### config.mk
export PLATFORM = sky130hd
export DESIGN_NAME = reload_timer
export DESIGN_NICKNAME = d
export VERILOG_FILES = /design/src/rtl/rtimer_pkg.sv /design/src/rtl/rtimer_prescaler.sv /design/src/rtl/rtimer_edge.sv /design/src/rtl/rtimer_counter.sv /design/src/rtl/reload_timer.sv
export SDC_FILE = /design/constraint.sdc
export NUM_CORES = 1
export LEC_CHECK = 0
export BUFFER_PORTS_ARGS = -buffer_cell sky130_fd_sc_hd__buf_2
export CORE_MARGIN = 2
export CORE_UTILIZATION = 50
export DETAILED_ROUTE_END_ITERATION = 8
export GPL_ROUTABILITY_DRIVEN = 0
export GPL_TIMING_DRIVEN = 0
export PLACE_DENSITY_LB_ADDON = 0.2
export SLEW_MARGIN = 40
export SYNTH_ARGS = -nofsm -noshare
export SYNTH_HDL_FRONTEND = slang
export SYNTH_SLANG_ARGS = --single-unit
export TNS_END_PERCENT = 100
### constraint.sdc
create_clock -name clk -period 7.6 [get_ports clk]
set_clock_uncertainty 0.2 [all_clocks]
set_input_delay 1.52 -clock clk [delete_from_list [all_inputs] [get_ports clk]]
set_output_delay 1.52 -clock clk [all_outputs]
set_load 0.1 [all_outputs]
### src/rtl/rtimer_pkg.sv
package rtimer_pkg;
    typedef enum logic [1:0] {
        ADR_CTL    = 2'd0,
        ADR_DIV    = 2'd1,
        ADR_RELOAD = 2'd2,
        ADR_COUNT  = 2'd3
    } reg_addr_e;

    localparam int CTL_TRUN = 0;
    localparam int CTL_PRUN = 1;
    localparam int CTL_SRC  = 2;
endpackage

### src/rtl/rtimer_prescaler.sv
module rtimer_prescaler #(
    parameter int W = 8
) (
    input  logic         clk,
    input  logic         rst_n,
    input  logic         run,
    input  logic [W-1:0] ratio,
    output logic         tick
);
    typedef struct packed {
        logic [W-1:0] pcnt;
    } pre_state_t;

    pre_state_t st_d, st_q;
    logic [W-1:0] term;

    always_comb begin
        term = (ratio == '0) ? '0 : ratio - 1'b1;
        tick = run && (st_q.pcnt == term);
        st_d = st_q;
        if (!run || tick) st_d.pcnt = '0;
        else              st_d.pcnt = st_q.pcnt + 1'b1;
    end

    always_ff @(posedge clk or negedge rst_n) begin
        if (!rst_n) st_q <= '0;
        else        st_q <= st_d;
    end

    AST_TICK_SPACED: assert property (@(posedge clk) disable iff (!rst_n) (tick && ratio > 1) |=> !tick) else $error("tick spacing");
endmodule

### src/rtl/rtimer_edge.sv
module rtimer_edge (
    input  logic clk,
    input  logic rst_n,
    input  logic pin,
    output logic fall
);
    typedef struct packed {
        logic s1;
        logic s2;
        logic prev;
    } sync_state_t;

    sync_state_t st_d, st_q;

    always_comb begin
        st_d.s1   = pin;
        st_d.s2   = st_q.s1;
        st_d.prev = st_q.s2;
        fall      = st_q.prev && !st_q.s2;
    end

    always_ff @(posedge clk or negedge rst_n) begin
        if (!rst_n) st_q <= '1;
        else        st_q <= st_d;
    end

    AST_FALL_SINGLE: assert property (@(posedge clk) disable iff (!rst_n) fall |=> !fall) else $error("fall pulse too long");
endmodule

### src/rtl/rtimer_counter.sv
module rtimer_counter #(
    parameter int W = 8
) (
    input  logic         clk,
    input  logic         rst_n,
    input  logic         run,
    input  logic         ce,
    input  logic         load_en,
    input  logic [W-1:0] load_val,
    input  logic [W-1:0] reload,
    output logic [W-1:0] count,
    output logic         uf
);
    typedef struct packed {
        logic [W-1:0] cnt;
        logic         uf;
    } cnt_state_t;

    cnt_state_t st_d, st_q;

    always_comb begin
        st_d    = st_q;
        st_d.uf = 1'b0;
        if (load_en) begin
            st_d.cnt = load_val;
        end else if (ce) begin
            if (st_q.cnt == '0) begin
                st_d.cnt = reload;
                st_d.uf  = 1'b1;
            end else begin
                st_d.cnt = st_q.cnt - 1'b1;
            end
        end
    end

    always_ff @(posedge clk or negedge rst_n) begin
        if (!rst_n) st_q <= '0;
        else        st_q <= st_d;
    end

    assign count = st_q.cnt;
    assign uf    = st_q.uf;

    AST_HOLD_STOPPED: assert property (@(posedge clk) disable iff (!rst_n) (!run && !load_en) |=> $stable(count)) else $error("count moved while stopped");
    AST_UF_SINGLE: assert property (@(posedge clk) disable iff (!rst_n) (uf && count != '0) |=> !uf) else $error("underflow too long");
endmodule

### src/rtl/reload_timer.sv
module reload_timer
    import rtimer_pkg::*;
#(
    parameter int W = 8
) (
    input  logic         clk,
    input  logic         rst_n,
    input  logic         wr_en,
    input  logic [1:0]   wr_addr,
    input  logic [W-1:0] wr_data,
    input  logic [1:0]   rd_addr,
    output logic [W-1:0] rd_data,
    input  logic         ext_pin,
    output logic         underflow
);
    typedef struct packed {
        logic         trun;
        logic         prun;
        logic         src;
        logic [W-1:0] ratio;
        logic [W-1:0] reload;
    } cfg_t;

    cfg_t cfg_d, cfg_q;
    logic pre_tick, ext_fall, ce, load_en;
    logic [W-1:0] count;

    always_comb begin
        cfg_d = cfg_q;
        if (wr_en) begin
            unique case (reg_addr_e'(wr_addr))
                ADR_CTL: begin
                    cfg_d.trun = wr_data[CTL_TRUN];
                    cfg_d.prun = wr_data[CTL_PRUN];
                    if (!cfg_q.trun) cfg_d.src = wr_data[CTL_SRC];
                end
                ADR_DIV:    if (!cfg_q.prun) cfg_d.ratio = wr_data;
                ADR_RELOAD: cfg_d.reload = wr_data;
                default: ;
            endcase
        end
    end

    always_ff @(posedge clk or negedge rst_n) begin
        if (!rst_n) begin
            cfg_q       <= '0;
            cfg_q.ratio <= W'(1);
        end else begin
            cfg_q <= cfg_d;
        end
    end

    assign load_en = wr_en && (reg_addr_e'(wr_addr) == ADR_COUNT) && !cfg_q.trun;
    assign ce      = cfg_q.trun && (cfg_q.src ? ext_fall : pre_tick);

    rtimer_prescaler #(.W(W)) u_pre (
        .clk(clk), .rst_n(rst_n), .run(cfg_q.prun), .ratio(cfg_q.ratio), .tick(pre_tick)
    );

    rtimer_edge u_edge (
        .clk(clk), .rst_n(rst_n), .pin(ext_pin), .fall(ext_fall)
    );

    rtimer_counter #(.W(W)) u_cnt (
        .clk(clk), .rst_n(rst_n), .run(cfg_q.trun), .ce(ce), .load_en(load_en),
        .load_val(wr_data), .reload(cfg_q.reload), .count(count), .uf(underflow)
    );

    always_comb begin
        unique case (reg_addr_e'(rd_addr))
            ADR_CTL:    rd_data = {{(W-3){1'b0}}, cfg_q.src, cfg_q.prun, cfg_q.trun};
            ADR_DIV:    rd_data = cfg_q.ratio;
            ADR_RELOAD: rd_data = cfg_q.reload;
            default:    rd_data = count;
        endcase
    end

    AST_RATIO_LOCKED: assert property (@(posedge clk) disable iff (!rst_n) cfg_q.prun |=> $stable(cfg_q.ratio)) else $error("ratio changed while running");
    AST_SRC_LOCKED: assert property (@(posedge clk) disable iff (!rst_n) cfg_q.trun |=> $stable(cfg_q.src)) else $error("source changed while running");
endmodule

== Yosys cells after proc, flatten, opt, wreduce, memory -nomap -nowiden ==
Index checks and enable logic that the tools add are counted.
Operators by class
  add/subtract/negate cells: 3
  equality and inequality tests: 6
  multiplexer cells: 9
  bitwise gates (word level): 2
  reduce and logical (&&, ||, !) cells: 18
Operators with widths (number)
  2-to-1 mux 8 bit: 4
  case mux 8 bit (3 select lines): 1
  logical NOT 8 bit: 2
  subtractor 8 x 1 -> 8 bit, second input constant: 2
  2-to-1 mux 9 bit: 1
  adder 8 x 1 -> 8 bit, second input constant: 1
  == test 8 bit: 1
  == test 2 bit, second input constant: 3
  AND reduction 3 bit: 2
  logical AND 1 bit: 5
  == test 2 x 1 -> 1 bit, second input constant: 2
  logical NOT 2 bit: 2
  AND reduction 2 bit: 2
  logical NOT 1 bit: 3
  2-to-1 mux 1 bit: 3
  inverter 1 bit: 2
  nonzero test 2 bit: 1
  logical OR 1 bit: 1
Storage, ports and cells
  flip-flop bits (word level): 39
  bits of input ports: 16
  output and inout bits: 9
  logic and storage cells: 49

== Depth between registers and ports, before layout ==
  depth after elaboration: 8
  gate-level depth with buffers: 11
  mapped depth without buffers: 9

== By module ==
Synthesis repeated with hierarchy kept, for this count alone.
Second synthesis, totals
  cell total of the unflattened synthesis: 239
  area total of the unflattened synthesis: 2508.7 µm²
Modules (own cells, without submodules)
  reload_timer: instances 1, cells each 62, area an instance 940.9 µm², seq. area each 476.7 µm²
  rtimer_prescaler: instances 1, cells each 98, area an instance 815.8 µm², seq. area each 200.2 µm²
  rtimer_counter: instances 1, cells each 75, area an instance 659.4 µm², seq. area each 225.2 µm²
  rtimer_edge: instances 1, cells each 4, area an instance 92.6 µm², seq. area each 78.8 µm²

== Least setup slack after synthesis ==
Ideal clock, no wire load.
  kind: input-to-output
  start: in rd_addr[0]
  end: out rd_data[5]
  data arrival time: 2.930 ns
  data required time: 5.880 ns
  path slack: 2.950 ns
  cell stages on the path: 3
  path buffers: 1
  cells stage by stage: clkbuf_1 > nor2b_1 > a22o_1
On the way
  longest elaborated chain between the ends: 2
  elaborated cells between the ends (all ways): 4
  those cells by class: eq/ne (2); mux (1); reduce/logical (1)
RTL lines
  start: declaration: RTL line reload_timer.sv:11  | input logic [1:0] rd_addr,
  == test 2 bit, or another cell as far along: RTL line reload_timer.sv:70  | unique case (reg_addr_e'(rd_addr))
  case mux 8 bit (3 select lines) *: RTL line reload_timer.sv:70
  end: declaration: RTL line reload_timer.sv:12  | output logic [W-1:0] rd_data,
Mark *: on every way between the ends. The rest lies on a longest branch, timed or not.

== Worst setup path after layout ==
  start: in rd_addr[0]
  end: out rd_data[3]
Same word-level chain as after synthesis.

==> metrics.md <==
| Metric | Value |
|---|---|
| IO Count | `25` |
| H-tree Lvls | `2` |
| CTS max path bufs | `2` |
| EDFF count, synth | `0` |
| CP Buf/Inv Count | `2` |
| ANT cells | `0` |
| Routed len/inst | `16.2 um` |
| Residual DRC | `0` |
| Die area | `0.00550 sq mm` |
| First-pass GRT wire length | `9.62 mm` |
| Register area | `981 sq um` |
| Slew Limit Fails | `0` |
| Vias | `2,102` |
| Multi-input gate area | `0.00135 sq mm` |
| Slowest cell on crit path | `clkbuf_1` |
| CTS buffer count | `5` |
| Synth Flop Type | `dfrtp_1` |
| Total GRT Usage | `0.232` |
| Post-synth ARST share | `1.00` |
| Peak VDD IR | `0.233 mV` |
| Min Clock Period, post-route | `4710 ps` |
| Iter 0 DRT Violations | `151` |
| Die Y-Extent | `74.2 um` |
| # setup viols final | `0` |
| Syn Area/Cell | `9.77 sq um` |
| CP Capture Type | `primary output` |
| Crit path largest cell delay | `420 ps` |
| Clk sinks | `39` |
| Die Wd | `74.2 um` |
| Synthesis-to-layout area growth | `11.5%` |
| Relative slew slack | `0.524` |
| Setup TNS | `0 ps` |
| Fillers | `447` |
| Port bufs | `22` |
| Tot Pwr | `0.000850 W` |
| Status | `completed` |
| Final Hold Vio Count | `0` |
| Cell area after synthesis | `0.00246 sq mm` |
| Post-Route WL | `5.65 mm` |
| Final Util | `0.581` |
| Leakage power | `1.15 nW` |
| Hold-fix buffers, CTS | `0` |
| Setup bufs post-CTS | `0` |
| Met1 wire length | `2.80 mm` |
| Initial antenna violation count | `0` |
| DRT antenna net count | `0` |
| Share of post-route cells with drive strength above 1 | `0.252` |
| Syn Inst Count | `252` |
| Crit-path cells | `clkbuf_1, nor2b_1, a22o_2, buf_2` |
| Seq/Total Area, Yosys | `0.398` |
| Overflow after GRT | `0` |
| Crit-path max FO | `9` |
| Yosys warning total | `0` |
| Via count of the first global-routing pass | `1,865` |
| Vias per cell | `6.02` |
| Yosys reg bits | `39` |
| CTS tree | `done` |
| Startpoint types | `primary input` |
| Final hold slack | `158 ps` |
| Max-capacitance violation count | `0` |
| Least-Margin Pin Slew | `709 ps` |
| DRT Pass-1 Iters | `5` |
| Syn_nets | `272` |
| Dpl hpwl | `4.14 mm` |
| # placed instances | `341` |
| DR top layer | `met4` |
| Pwr/cell area | `309 mW/mm^2` |
| CP top delay family | `buffers and inverters` |
| WL met3 | `341 um` |
| Critical Path AT | `2990 ps` |
| Reg clk slew, reported paths | `70 ps` |
| Tcrit/Tclk final | `0.619` |
| Post-CTS sizing | `0` |
| Fin cells | `349` |
| Initial Utilization | `0.521` |
| Worst endpoint required time | `5880 ps` |
| Worst-Skew Late Latency | `300 ps` |
| Core area | `0.00472 sq mm` |
| Fmax | `0.212 GHz` |
| Synth cell types | `52` |
| RSZ-0062 raised after global routing | `no` |
| Hold Crit Class | `flip-flop to flip-flop` |
| Crit path kind | `primary input to primary output` |
| Clk root buf | `clkbuf_8` |
| Cell row count | `25` |
| Metal2 WL | `2.45 mm` |
| Largest net degree at the start of global routing | `40` |
| Final layout net count | `301` |
[flip-flops by register name, indices dropped and copies added, names as in the netlist]
register and flops:
cfg_q 19, u_cnt.count 8, u_pre.st_q 8, u_edge.st_d 2
u_cnt.uf 1, u_edge.st_q 1
[where the power goes]
group / total, W / internal, W / switching [W]
sequential: 0.000321 / 0.000257 / 0.0000638
combinational: 0.000390 / 0.000145 / 0.000244
clock: 0.000139 / 0.0000645 / 0.0000745
total: 0.000850 / 0.000467 / 0.000382
[synth_stat cells, drive strengths merged (2+ instances only)]
cell type | number | area share
dfrtp | 35 | 0.36
nand2 | 22 | 0.034
nor2 | 19 | 0.029
mux2 | 18 | 0.082
o21ai | 16 | 0.034
inv | 12 | 0.018
a21oi | 11 | 0.024
nand3 | 9 | 0.018
xnor2 | 9 | 0.032
buf | 8 | 0.027
a32oi | 7 | 0.025
nor3 | 7 | 0.014
clkbuf | 6 | 0.0091
nor2b | 6 | 0.015
a22o | 5 | 0.018
and3 | 5 | 0.013
xor2 | 5 | 0.018
dfstp | 4 | 0.043
ha | 4 | 0.020
nor3b | 4 | 0.012
o31ai | 4 | 0.012
or4 | 4 | 0.012
mux4 | 3 | 0.027
nor4 | 3 | 0.014
a2111oi | 2 | 0.0097
a31oi | 2 | 0.0051
a41oi | 2 | 0.010
nand3b | 2 | 0.0061
o2111ai | 2 | 0.0071
o211ai | 2 | 0.0061
o22ai | 2 | 0.0051
[final cells by class]
type | count | area share
Buffer | 14 | 0.0328
Clock buffer | 7 | 0.0278
Sequential cell | 39 | 0.357
Timing Repair Buffer | 22 | 0.0410
Tap cell | 67 | 0.0305
Clock inverter | 1 | 0.00182
Multi-Input combinational cell | 187 | 0.492
Inverter | 12 | 0.0164
[metal layers]
layer	GRT usage	vias up
met4	0.0606	0
li1	-	993
met1	0.371	1028
met3	0.0407	6
met2	0.322	75
met5	0	-
[layout by cell type, fill, tap and decap left out, drive strengths merged, types with 9 or more instances in the layout]
cell	n
o21ai	16
a21oi	11
nand2	22
clkbuf	13
nand3	9
inv	12
dfrtp	35
mux2	18
buf	30
nor2	19
xnor2	9
[worst paths after layout]
check,start,endpoint,slack [ps],depth (start not counted)
max in group asynchronous,rst_n,cfg_q[8],5850,1
min in group asynchronous,rst_n,u_pre.st_q[1],980,1
setup / recovery,rd_addr[0],rd_data[3],2890,4
hold reg to reg,u_edge.st_d[1],u_edge.st_d[0],160,0
setup reg to reg,cfg_q[8],u_cnt.count[7],4610,8
hold / removal,u_edge.st_d[1],u_edge.st_d[0],160,0
[logic make-up after synthesis]
group / count (synthesis) / synth area share
mux: 22 / 0.114
flops: 39 / 0.398
compound gates: 61 / 0.181
simple gates: 86 / 0.182
fa+ha+maj: 4 / 0.0203
buf+inv: 26 / 0.0549
xor+xnor: 14 / 0.0498
[stage by stage]
stage / setup WS, ps / area [sq um]
2_1_floorplan: 2950 / 2460
3_3_place_gp: 2900 / 2660
3_5_place_dp: 2900 / 2660
4_1_cts: 2900 / 2750
5_1_grt: 2780 / 2750
6_report: 2890 / 2750
No activity file was read; power rests on OpenSTA's default activity.
